`src/rtl/irq_route_pkg.sv`:
```
package irq_route_pkg;
  typedef enum logic {
    TRIG_EDGE  = 1'b0,
    TRIG_LEVEL = 1'b1
  } trig_e;

  typedef enum logic {
    DMODE_PHYS    = 1'b0,
    DMODE_LOGICAL = 1'b1
  } dmode_e;
endpackage

```
`src/rtl/irq_pin_track.sv`:
```
module irq_pin_track #(
  parameter int NUM_PINS = 8,
  parameter int VEC_W    = 8
) (
  input  logic                      clk,
  input  logic                      rst,
  input  logic [NUM_PINS-1:0]       pin_raw,
  input  logic [NUM_PINS-1:0]       cfg_polarity,
  input  logic [NUM_PINS-1:0]       cfg_level,
  input  logic [NUM_PINS-1:0]       cfg_mask,
  input  logic [NUM_PINS*VEC_W-1:0] cfg_vector,
  input  logic                      eoi_valid,
  input  logic [VEC_W-1:0]          eoi_vector,
  input  logic [NUM_PINS-1:0]       grant_oh,
  output logic [NUM_PINS-1:0]       pend_q,
  output logic [NUM_PINS-1:0]       rirr_q,
  output logic [NUM_PINS-1:0]       req_q
);
  import irq_route_pkg::*;

  for (genvar g = 0; g < NUM_PINS; g++) begin : g_pin
    logic eff_lvl;
    logic is_level;
    logic eoi_hit;
    logic edge_set;
    logic level_set;
    logic drop;
    logic pend_d;
    logic rirr_d;

    always_comb begin
      eff_lvl   = pin_raw[g] ^ cfg_polarity[g];
      is_level  = (trig_e'(cfg_level[g]) == TRIG_LEVEL);
      eoi_hit   = eoi_valid && is_level &&
                  (eoi_vector == cfg_vector[g*VEC_W +: VEC_W]);
      edge_set  = !is_level && eff_lvl && !req_q[g];
      level_set = is_level && eff_lvl && !rirr_q[g] && !grant_oh[g];
      drop      = cfg_mask[g] || (is_level && !eff_lvl);
      pend_d    = (edge_set || level_set || (pend_q[g] && !grant_oh[g])) && !drop;
      if (grant_oh[g] && is_level)
        rirr_d = 1'b1;
      else if (eoi_hit)
        rirr_d = 1'b0;
      else
        rirr_d = rirr_q[g];
    end

    always_ff @(posedge clk) begin
      if (rst) begin
        req_q[g]  <= 1'b0;
        pend_q[g] <= 1'b0;
        rirr_q[g] <= 1'b0;
      end else begin
        req_q[g]  <= eff_lvl;
        pend_q[g] <= pend_d;
        rirr_q[g] <= rirr_d;
      end
    end
  end
endmodule

```
`src/rtl/irq_lowest_pick.sv`:
```
module irq_lowest_pick #(
  parameter int NUM_PINS = 8,
  localparam int PIN_W   = (NUM_PINS > 1) ? $clog2(NUM_PINS) : 1
) (
  input  logic [NUM_PINS-1:0] cand,
  output logic                any,
  output logic [PIN_W-1:0]    idx,
  output logic [NUM_PINS-1:0] oh
);
  always_comb begin
    any = 1'b0;
    idx = '0;
    oh  = '0;
    for (int i = 0; i < NUM_PINS; i++) begin
      if (cand[i] && !any) begin
        any   = 1'b1;
        idx   = PIN_W'(i);
        oh[i] = 1'b1;
      end
    end
  end
endmodule

```
`src/rtl/irq_dlv_stage.sv`:
```
module irq_dlv_stage #(
  parameter int PIN_W  = 3,
  parameter int VEC_W  = 8,
  parameter int DEST_W = 8
) (
  input  logic              clk,
  input  logic              rst,
  input  logic              load_en,
  input  logic              load_any,
  input  logic [PIN_W-1:0]  in_pin,
  input  logic [VEC_W-1:0]  in_vector,
  input  logic [DEST_W-1:0] in_dest,
  input  logic              in_dest_logical,
  input  logic              in_level,
  output logic              dlv_valid,
  output logic [PIN_W-1:0]  dlv_pin,
  output logic [VEC_W-1:0]  dlv_vector,
  output logic [DEST_W-1:0] dlv_dest,
  output logic              dlv_dest_logical,
  output logic              dlv_level
);
  always_ff @(posedge clk) begin
    if (rst) begin
      dlv_valid        <= 1'b0;
      dlv_pin          <= '0;
      dlv_vector       <= '0;
      dlv_dest         <= '0;
      dlv_dest_logical <= 1'b0;
      dlv_level        <= 1'b0;
    end else if (load_en) begin
      dlv_valid <= load_any;
      if (load_any) begin
        dlv_pin          <= in_pin;
        dlv_vector       <= in_vector;
        dlv_dest         <= in_dest;
        dlv_dest_logical <= in_dest_logical;
        dlv_level        <= in_level;
      end
    end
  end
endmodule

```
`src/rtl/irq_route_engine.sv`:
```
module irq_route_engine #(
  parameter int NUM_PINS = 8,
  parameter int VEC_W    = 8,
  parameter int DEST_W   = 8,
  localparam int PIN_W   = (NUM_PINS > 1) ? $clog2(NUM_PINS) : 1
) (
  input  logic                       clk,
  input  logic                       rst,
  input  logic [NUM_PINS-1:0]        pin_raw,
  input  logic [NUM_PINS-1:0]        cfg_polarity,
  input  logic [NUM_PINS-1:0]        cfg_level,
  input  logic [NUM_PINS-1:0]        cfg_mask,
  input  logic [NUM_PINS*VEC_W-1:0]  cfg_vector,
  input  logic [NUM_PINS*DEST_W-1:0] cfg_dest,
  input  logic [NUM_PINS-1:0]        cfg_dest_logical,
  input  logic [DEST_W-1:0]          bsp_id,
  input  logic                       eoi_valid,
  input  logic [VEC_W-1:0]           eoi_vector,
  output logic                       dlv_valid,
  input  logic                       dlv_ready,
  output logic [PIN_W-1:0]           dlv_pin,
  output logic [VEC_W-1:0]           dlv_vector,
  output logic [DEST_W-1:0]          dlv_dest,
  output logic                       dlv_dest_logical,
  output logic                       dlv_level
);
  import irq_route_pkg::*;

  logic [NUM_PINS-1:0] pend_q;
  logic [NUM_PINS-1:0] rirr_q;
  logic [NUM_PINS-1:0] req_q;
  logic [NUM_PINS-1:0] eligible;
  logic [NUM_PINS-1:0] pick_oh;
  logic [NUM_PINS-1:0] grant_oh;
  logic                pick_any;
  logic [PIN_W-1:0]    pick_idx;
  logic                can_load;
  logic [DEST_W-1:0]   sel_dest;
  logic                sel_logical;

  assign eligible = pend_q & ~cfg_mask;
  assign can_load = !dlv_valid || dlv_ready;
  assign grant_oh = can_load ? pick_oh : '0;

  always_comb begin
    if (pick_idx == '0) begin
      sel_dest    = bsp_id;
      sel_logical = DMODE_PHYS;
    end else begin
      sel_dest    = cfg_dest[pick_idx*DEST_W +: DEST_W];
      sel_logical = cfg_dest_logical[pick_idx];
    end
  end

  irq_pin_track #(.NUM_PINS(NUM_PINS), .VEC_W(VEC_W)) u_track (
    .clk          (clk),
    .rst          (rst),
    .pin_raw      (pin_raw),
    .cfg_polarity (cfg_polarity),
    .cfg_level    (cfg_level),
    .cfg_mask     (cfg_mask),
    .cfg_vector   (cfg_vector),
    .eoi_valid    (eoi_valid),
    .eoi_vector   (eoi_vector),
    .grant_oh     (grant_oh),
    .pend_q       (pend_q),
    .rirr_q       (rirr_q),
    .req_q        (req_q)
  );

  irq_lowest_pick #(.NUM_PINS(NUM_PINS)) u_pick (
    .cand (eligible),
    .any  (pick_any),
    .idx  (pick_idx),
    .oh   (pick_oh)
  );

  irq_dlv_stage #(.PIN_W(PIN_W), .VEC_W(VEC_W), .DEST_W(DEST_W)) u_stage (
    .clk              (clk),
    .rst              (rst),
    .load_en          (can_load),
    .load_any         (pick_any),
    .in_pin           (pick_idx),
    .in_vector        (cfg_vector[pick_idx*VEC_W +: VEC_W]),
    .in_dest          (sel_dest),
    .in_dest_logical  (sel_logical),
    .in_level         (cfg_level[pick_idx]),
    .dlv_valid        (dlv_valid),
    .dlv_pin          (dlv_pin),
    .dlv_vector       (dlv_vector),
    .dlv_dest         (dlv_dest),
    .dlv_dest_logical (dlv_dest_logical),
    .dlv_level        (dlv_level)
  );
endmodule

```
`config.mk`:
```
export PLATFORM = sky130hd
export DESIGN_NAME = irq_route_engine
export DESIGN_NICKNAME = d
export VERILOG_FILES = /design/src/rtl/irq_route_pkg.sv /design/src/rtl/irq_pin_track.sv /design/src/rtl/irq_lowest_pick.sv /design/src/rtl/irq_dlv_stage.sv /design/src/rtl/irq_route_engine.sv
export SDC_FILE = /design/constraint.sdc
export NUM_CORES = 1
export LEC_CHECK = 0
export CAP_MARGIN = 10
export CORE_UTILIZATION = 38
export DETAILED_ROUTE_END_ITERATION = 6
export MAX_ROUTING_LAYER = met4
export PLACE_DENSITY = 0.84
export SLEW_MARGIN = 5
export SYNTH_ARGS = -nofsm -noshare
export SYNTH_HDL_FRONTEND = slang
export SYNTH_HIERARCHICAL = 1
export SYNTH_SLANG_ARGS = --single-unit
export TNS_END_PERCENT = 50
```
`constraint.sdc`:
```
create_clock -name clk -period 2.3 [get_ports clk]
set_input_delay 0.23 -clock clk [delete_from_list [all_inputs] [get_ports clk]]
set_output_delay 0.23 -clock clk [all_outputs]
set_load 0.01 [all_outputs]
```
# Yosys cells after proc, flatten, opt, wreduce, memory -nomap -nowiden

Cells that the tools add are included.

Register bits after elaboration: 46
Input port bits: 188
Output and inout port bits: 22
Word-level logic and storage cells: 282

$lt $le $gt $ge: 1
Eq/ne operators: 8
Shifts and indexed selects: 2
Muxes and demuxes: 45
Bitwise logic cells: 10
Reduce and logical (&&, ||, !) cells: 186

Operator list:

| kind                                                                 | count |
|---|---|
| 64-bit by 7-bit variable part select with 8-bit output               | 2 |
| 1-bit logical AND                                                    | 95 |
| 8-bit == test                                                        | 8 |
| 1-bit logical NOT                                                    | 56 |
| 1-bit two-way mux                                                    | 35 |
| 1-bit logical OR                                                     | 25 |
| 8-bit two-way mux                                                    | 2 |
| 2-bit nonzero test                                                   | 8 |
| 3-bit two-way mux                                                    | 4 |
| 8-bit AND                                                            | 1 |
| 8-bit inverter                                                       | 1 |
| 1-bit XOR                                                            | 8 |
| 1-bit binary-select mux with 3-bit select                            | 2 |
| 3-bit by 4-bit < comparator with 1-bit output, second input constant | 1 |
| 2-bit two-way mux                                                    | 2 |
| 3-bit logical NOT                                                    | 1 |
| 2-bit AND reduction                                                  | 1 |

# Depth between registers and ports, before layout

Depth in word-level cells: 30
Gate-level depth with buffers: 12
Mapped depth without buffers: 9

# Cells and area by module

Netlist, hierarchy kept.

By module, submodules not included:

| module           | instances | cells an instance | area an instance (sq um) | seq. area each (sq um) |
|---|---|---|---|---|
| irq_pin_track    | 1         | 211               | 1855.5                   | 480.5 |
| irq_route_engine | 1         | 85                | 1313.8                   | 0.0 |
| irq_dlv_stage    | 1         | 99                | 1041.0                   | 440.4 |
| irq_lowest_pick  | 1         | 22                | 150.1                    | 0.0 |

# Least setup slack after synthesis

OpenSTA, ideal clock, no wires.

Path type: register -> register
Start: reg u_track.pend_q[1]
End: reg u_stage.dlv_dest[4]
Library setup time: 124 ps
Arrival time: 2363 ps
Required time: 2176 ps
Setup slack: -187 ps
Stages on the path, launching flop included: 12
Buffers on the path: 3
Period minus slack after synthesis: 2487 ps
Path through: dfxtp_1 nor2b_1 nor4_4 and4b_1 a21o_1 buf_6 buf_12 buf_2 mux4_2 mux2_4 nand3_1 a21oi_2

Word-level cells in the longest chain between the ends: 23
Elaborated cells on any way between the ends: 32
Those cells by class: shift (1); mux (15); bitwise (1); reduce/logical (15)

Ends and longest elaborated chain:

| item                                                                                        | RTL line                                       | RTL |
|---|---|---|
| start: declaration                                                                          | irq_pin_track.sv:15                            | `output logic [NUM_PINS-1:0] pend_q,` |
| start signal: indexed assignment                                                            | irq_pin_track.sv:55                            | `pend_q[g] <= pend_d;` |
| 8-bit AND *                                                                                 | irq_route_engine.sv:41                         | `assign eligible = pend_q & ~cfg_mask;` |
| named net eligible[1]                                                                       | irq_route_engine.sv:32                         | `logic [NUM_PINS-1:0] eligible;` |
| 1-bit logical AND *                                                                         | irq_lowest_pick.sv:15                          | `if (cand[i] && !any) begin` |
| 1-bit two-way mux                                                                           | irq_lowest_pick.sv:15                          |  |
| 1-bit logical NOT                                                                           | irq_lowest_pick.sv:15                          |  |
| 1-bit logical AND                                                                           | irq_lowest_pick.sv:15                          |  |
| 1-bit two-way mux                                                                           | irq_lowest_pick.sv:15                          |  |
| 1-bit logical NOT                                                                           | irq_lowest_pick.sv:15                          |  |
| (+10 left out)                                                                              | --                                             |  |
| 1-bit two-way mux                                                                           | irq_lowest_pick.sv:15                          |  |
| 1-bit logical NOT                                                                           | irq_lowest_pick.sv:15                          |  |
| 1-bit logical AND                                                                           | irq_lowest_pick.sv:15                          |  |
| 3-bit two-way mux *                                                                         | irq_lowest_pick.sv:15                          |  |
| named net pick_idx[0]                                                                       | irq_route_engine.sv:36                         | `logic [PIN_W-1:0] pick_idx;` |
| 64-bit by 7-bit variable part select with 8-bit output or 3-bit logical NOT (tied branches) | irq_route_engine.sv:50, irq_route_engine.sv:46 |  |
| 8-bit two-way mux *                                                                         | irq_route_engine.sv:46                         | `if (pick_idx == '0) begin` |
| named net sel_dest[4]                                                                       | irq_route_engine.sv:38                         | `logic [DEST_W-1:0] sel_dest;` |
| end signal: assignment                                                                      | irq_dlv_stage.sv:35                            | `dlv_dest <= in_dest;` |
| end: declaration                                                                            | irq_dlv_stage.sv:18                            | `output logic [DEST_W-1:0] dlv_dest,` |

Mark *: on every way through the listed nets, which the timed path passes. The rest lies on a longest branch.
A chain may end at the register's enable or synchronous reset.

# Worst setup path in the final report

Start: reg u_track.pend_q[2]
End: reg u_stage.dlv_vector[5]

Word-level cells in the longest chain between the ends: 19
Elaborated cells on any way between the ends: 26
Those cells by class: shift (1); mux (12); bitwise (1); reduce/logical (12)

Ends and longest elaborated chain:

| item                                                     | RTL line               | RTL |
|---|---|---|
| 8-bit AND *                                              | irq_route_engine.sv:41 |  |
| named net eligible[2]                                    | irq_route_engine.sv:32 |  |
| 1-bit logical AND *                                      | irq_lowest_pick.sv:15  |  |
| 1-bit two-way mux                                        | irq_lowest_pick.sv:15  |  |
| 1-bit logical NOT                                        | irq_lowest_pick.sv:15  |  |
| 1-bit logical AND                                        | irq_lowest_pick.sv:15  |  |
| 1-bit two-way mux                                        | irq_lowest_pick.sv:15  |  |
| 1-bit logical NOT                                        | irq_lowest_pick.sv:15  |  |
| (+5 left out)                                            | --                     |  |
| 1-bit logical NOT                                        | irq_lowest_pick.sv:15  |  |
| 1-bit logical AND                                        | irq_lowest_pick.sv:15  |  |
| 1-bit two-way mux                                        | irq_lowest_pick.sv:15  |  |
| 1-bit logical NOT                                        | irq_lowest_pick.sv:15  |  |
| 1-bit logical AND                                        | irq_lowest_pick.sv:15  |  |
| 3-bit two-way mux *                                      | irq_lowest_pick.sv:15  |  |
| named net pick_idx[0]                                    | irq_route_engine.sv:36 |  |
| 64-bit by 7-bit variable part select with 8-bit output * | irq_route_engine.sv:84 | `.in_vector (cfg_vector[pick_idx*VEC_W +: VEC_W]),` |
| end signal: assignment                                   | irq_dlv_stage.sv:34    | `dlv_vector <= in_vector;` |
| end: declaration                                         | irq_dlv_stage.sv:17    | `output logic [VEC_W-1:0] dlv_vector,` |

Marked as above.

==> flow_summary_export.csv <==
group,metric,value,unit
sta,max_freq,413,MHz
power,peakVddDrop,0.394,mV
critical_path,ff2ff_setup_slack,-0.12,ns
finish,design_area,7050,um^2
critical_path,cp-start-kind,"flop",
critical_path,path_cells,"nor2b_4 > nor4_4 > and4b_1 > a21o_4 > buf_12 > buf_16 > mux4_2 > mux2_4 > nand3_2 > a21oi_2",
finish,drive_above_1_share,0.261,
drt,first_pass_iters,4,
place,dp.cells,753,
global_route,antenna_found_initial,0,
drt,routed_wl,14.9,mm
global_route,grt_max_degree,44,
synth,synth_ff_type,"dfxtp_1",
global_route,grt_pass1_vias,4426,
synth,ys_seq_elements,46,
drt,wl_per_cell,19.3,um
synth,synthesis.area,4360,um^2
flow_run,drv_cap,0,
sta,setup_ws,-0.122,ns
synth,yosysWarnings,6,
die,die_height,109,um
hold_path,holdCritPathClass,"in2reg",
finish,regArea,922,um^2
critical_path,worstReg2RegEnd,"u_stage/dlv_vector[5]$_SDFFE_PP0P_",
critical_path,slowest_delay,0.49,ns
finish,num-fill-cells,898,
critical_path,cp_max_fo,4,
global_route,grt_overflow,0,
die,dieArea,11900,um^2
power,power_frac_clock,0.266,
finish,fin_cells,771,
sta,slew_headroom,0.606,
clock_network,worstSkewPairLatency,0.29,ns
critical_path,timing.rr.start,"u_track/pend_q[2]$_SDFF_PP0_",
finish,multi_input_area,3190,um^2
drt,vias_per_cell,5.43,
sta,slew_viol_final,0,
place,io_buffers,200,
outcome,status,"complete, but fails checks",
power,sw_frac_of_total,0.287,
clock_network,path_clk_slew,0.07,ns
sta,skew,0.00903,ns
finish,diodes,0,
sta,rsz0062_at_grt,"true",
clock_network,cts_buffers,5,
synth,syn_inst,417,
critical_path,reg2reg_depth,10,
sta,period_needed,2.42,ns
sta,setup_violations,18,
critical_path,crit_path_end_kind,"flop",
drt,via_count,4189,
clock_network,cts_tree,"yes",
power,power.density,499,nW/um^2
critical_path,required,2.48,ns
power,power_frac_comb,0.476,
clock_network,cts.sinks,46,
synth,synth-edff-count,0,
power,power_leakage,2.49,nW
critical_path,arrival,2.60,ns
power,power.internal,2.51,mW
clock_network,htree_levels,2,
global_route,grt_pass1_wl,22.7,mm
die,ios,210,
place,finalWeightedCongestion,0.971,
drt,drcViolationCount,0,
synth,synth_nets,605,
synth,ys_seq_area_frac,0.211,
synth,async_flop_share,0,
sta,worstMarginPinSlew,0.591,ns
die,core-area,11000,um^2
critical_path,crit_type,"reg2reg",
synth,ys_types,43,
outcome,violations,"setup timing",
sta,hold_viol,0,
place,place_area,6660,um^2
power,power.switching,1.01,mW
die,start_util,0.395,
power,total_power,3.52,mW
global_route,grt_usage,0.258,
clock_network,cts_root_buffer,"clkbuf_16",
drt,drt.antenna.violating_nets,0,
power,seqPwrFrac,0.258,
sta,finalCritPeriodShare,1.05,
critical_path,slowest_stage,"mux4_2",
finish,syn_to_final_growth,61.6,%
place,dp_hpwl,11.5,mm
synth,syn_area_per_cell,10.5,um^2
critical_path,cp-endpoint,"u_stage/dlv_vector[5]$_SDFFE_PP0P_",
drt,first_iter_violations,245,
critical_path,startpoint,"u_track/pend_q[2]$_SDFF_PP0_",
finish,finalNetCount,818,
die,die_w,109,um
clock_network,clockBufferDepth,2,
die,row_count,38,
## how the worst min path moves through the flow
stage / startpoint / cells after the start / to / slack, ns
after floorplan: rst / 1 / u_stage/dlv_pin[0]$_SDFFE_PP0P_ / 0.30
after global placement: u_track/rirr_q[4]$_SDFFE_PP0P_ / 2 / u_track/rirr_q[4]$_SDFFE_PP0P_ / 0.51
after detailed placement: u_track/rirr_q[4]$_SDFFE_PP0P_ / 2 / u_track/rirr_q[4]$_SDFFE_PP0P_ / 0.52
after CTS: cfg_mask[3] / 2 / u_track/pend_q[3]$_SDFF_PP0_ / 0.29
after global routing: cfg_mask[3] / 2 / u_track/pend_q[3]$_SDFF_PP0_ / 0.31
final: cfg_mask[3] / 2 / u_track/pend_q[3]$_SDFF_PP0_ / 0.30
## placed cells by master, fill, tap and decap left out, types with 6 or more instances in the layout
master,n
dfxtp_1,45
and2_1,10
nor3_1,16
nand2_1,9
mux2_4,17
nand3_1,6
a2bb2oi_1,8
xnor2_1,40
a21oi_2,18
a21oi_1,21
a21bo_1,18
mux4_2,35
xor2_1,32
inv_1,18
o32a_1,8
clkdlybuf4s50_1,195
buf_12,9
nand4_1,8
nor2_1,12
nand3_2,16
buf_4,27
## power by group through the flow
stage / Sequential, mW / Combinational (mW) / Clock, mW
2_1_floorplan: 0.942 / 0.896 / 0
3_3_place_gp: 0.921 / 1.51 / 0
3_5_place_dp: 0.924 / 1.54 / 0
4_1_cts: 0.907 / 1.66 / 0.959
5_1_grt: 0.915 / 1.78 / 0.993
6_report: 0.907 / 1.67 / 0.937
## synth_stat cells, drive strengths merged, types with 10 or more instances
cell / count / area [um^2]
nor2: 14 / 52.6
nand3: 22 / 110
nor3: 16 / 80.1
and2: 10 / 62.6
inv: 18 / 67.6
a21oi: 39 / 263
xor2: 32 / 280
buf: 32 / 294
dfxtp: 46 / 921
mux2: 17 / 251
mux4: 35 / 822
a21bo: 21 / 210
xnor2: 40 / 350
## worst max-delay path: cells and delay by family, from the launching register on
| family | cells | cell delay (ns) |
|---|---|---|
| muxes | 2 | 0.76 |
| and+or+nand+nor | 4 | 0.76 |
| DFF | 1 | 0.32 |
| buffers and inverters | 2 | 0.24 |
| AOI/OAI and AO/OA | 2 | 0.23 |
## per-stage QoR
| stage | TNS [ns] | hold slack (ns) | utilization | worst slack (ns) |
|---|---|---|---|---|
| after global routing | -3.34 | 0.312 | 0.639 | -0.222 |
| after CTS | -1.54 | 0.293 | 0.636 | -0.125 |
| after detailed placement | -9.49 | 0.519 | 0.604 | -0.559 |
| after global placement | -8.45 | 0.508 | 0.604 | -0.488 |
| final | -1.65 | 0.304 | 0.639 | -0.122 |
| after floorplan | -1.46 | 0.299 | - | -0.0888 |
## layout make-up
type	count	area share
clock buffer	5	0.0178
clock inverter	3	0.00977
inverter	18	0.00959
multi-input combinational	318	0.452
sequential	46	0.131
tap	140	0.0249
timing repair buffer	241	0.355
## sequential cells by signal, indices dropped and copies added, names as in the netlist
register,flops
u_stage/dlv_pin,3
u_stage/dlv_vector,8
u_stage/dlv_dest,8
u_stage/dlv_dest_logical,1
u_stage/dlv_valid,1
u_track/pend_q,8
u_track/req_q,8
u_stage/dlv_level,1
u_track/rirr_q,8
## timing repair
action,CTS,global route
gates resized for setup,26,3
hold buffers,0,0
endpoints found under the setup margin,18,18
cloned,4,0
setup buffers,5,2
pin swaps,4,3
## layer usage
metal	vias up	wire, um	track usage
li1	1966	-	-
met1	2069	5860	0.299
met2	144	8020	0.473
met3	10	886	0.0365
met4	0	127	0.0473
met5	-	0	-
## logic make-up (layout without fill, tap and decap cells)
family          after synthesis  after routing  share of synthesized area
simple gates                102            102                      0.136
buf+inv                      53            267                     0.0855
compound gates               90             90                      0.172
xor+xnor                     72             72                      0.145
mux                          54             54                      0.251
flops                        46             46                      0.211
Power figures use the tool's default switching activity.
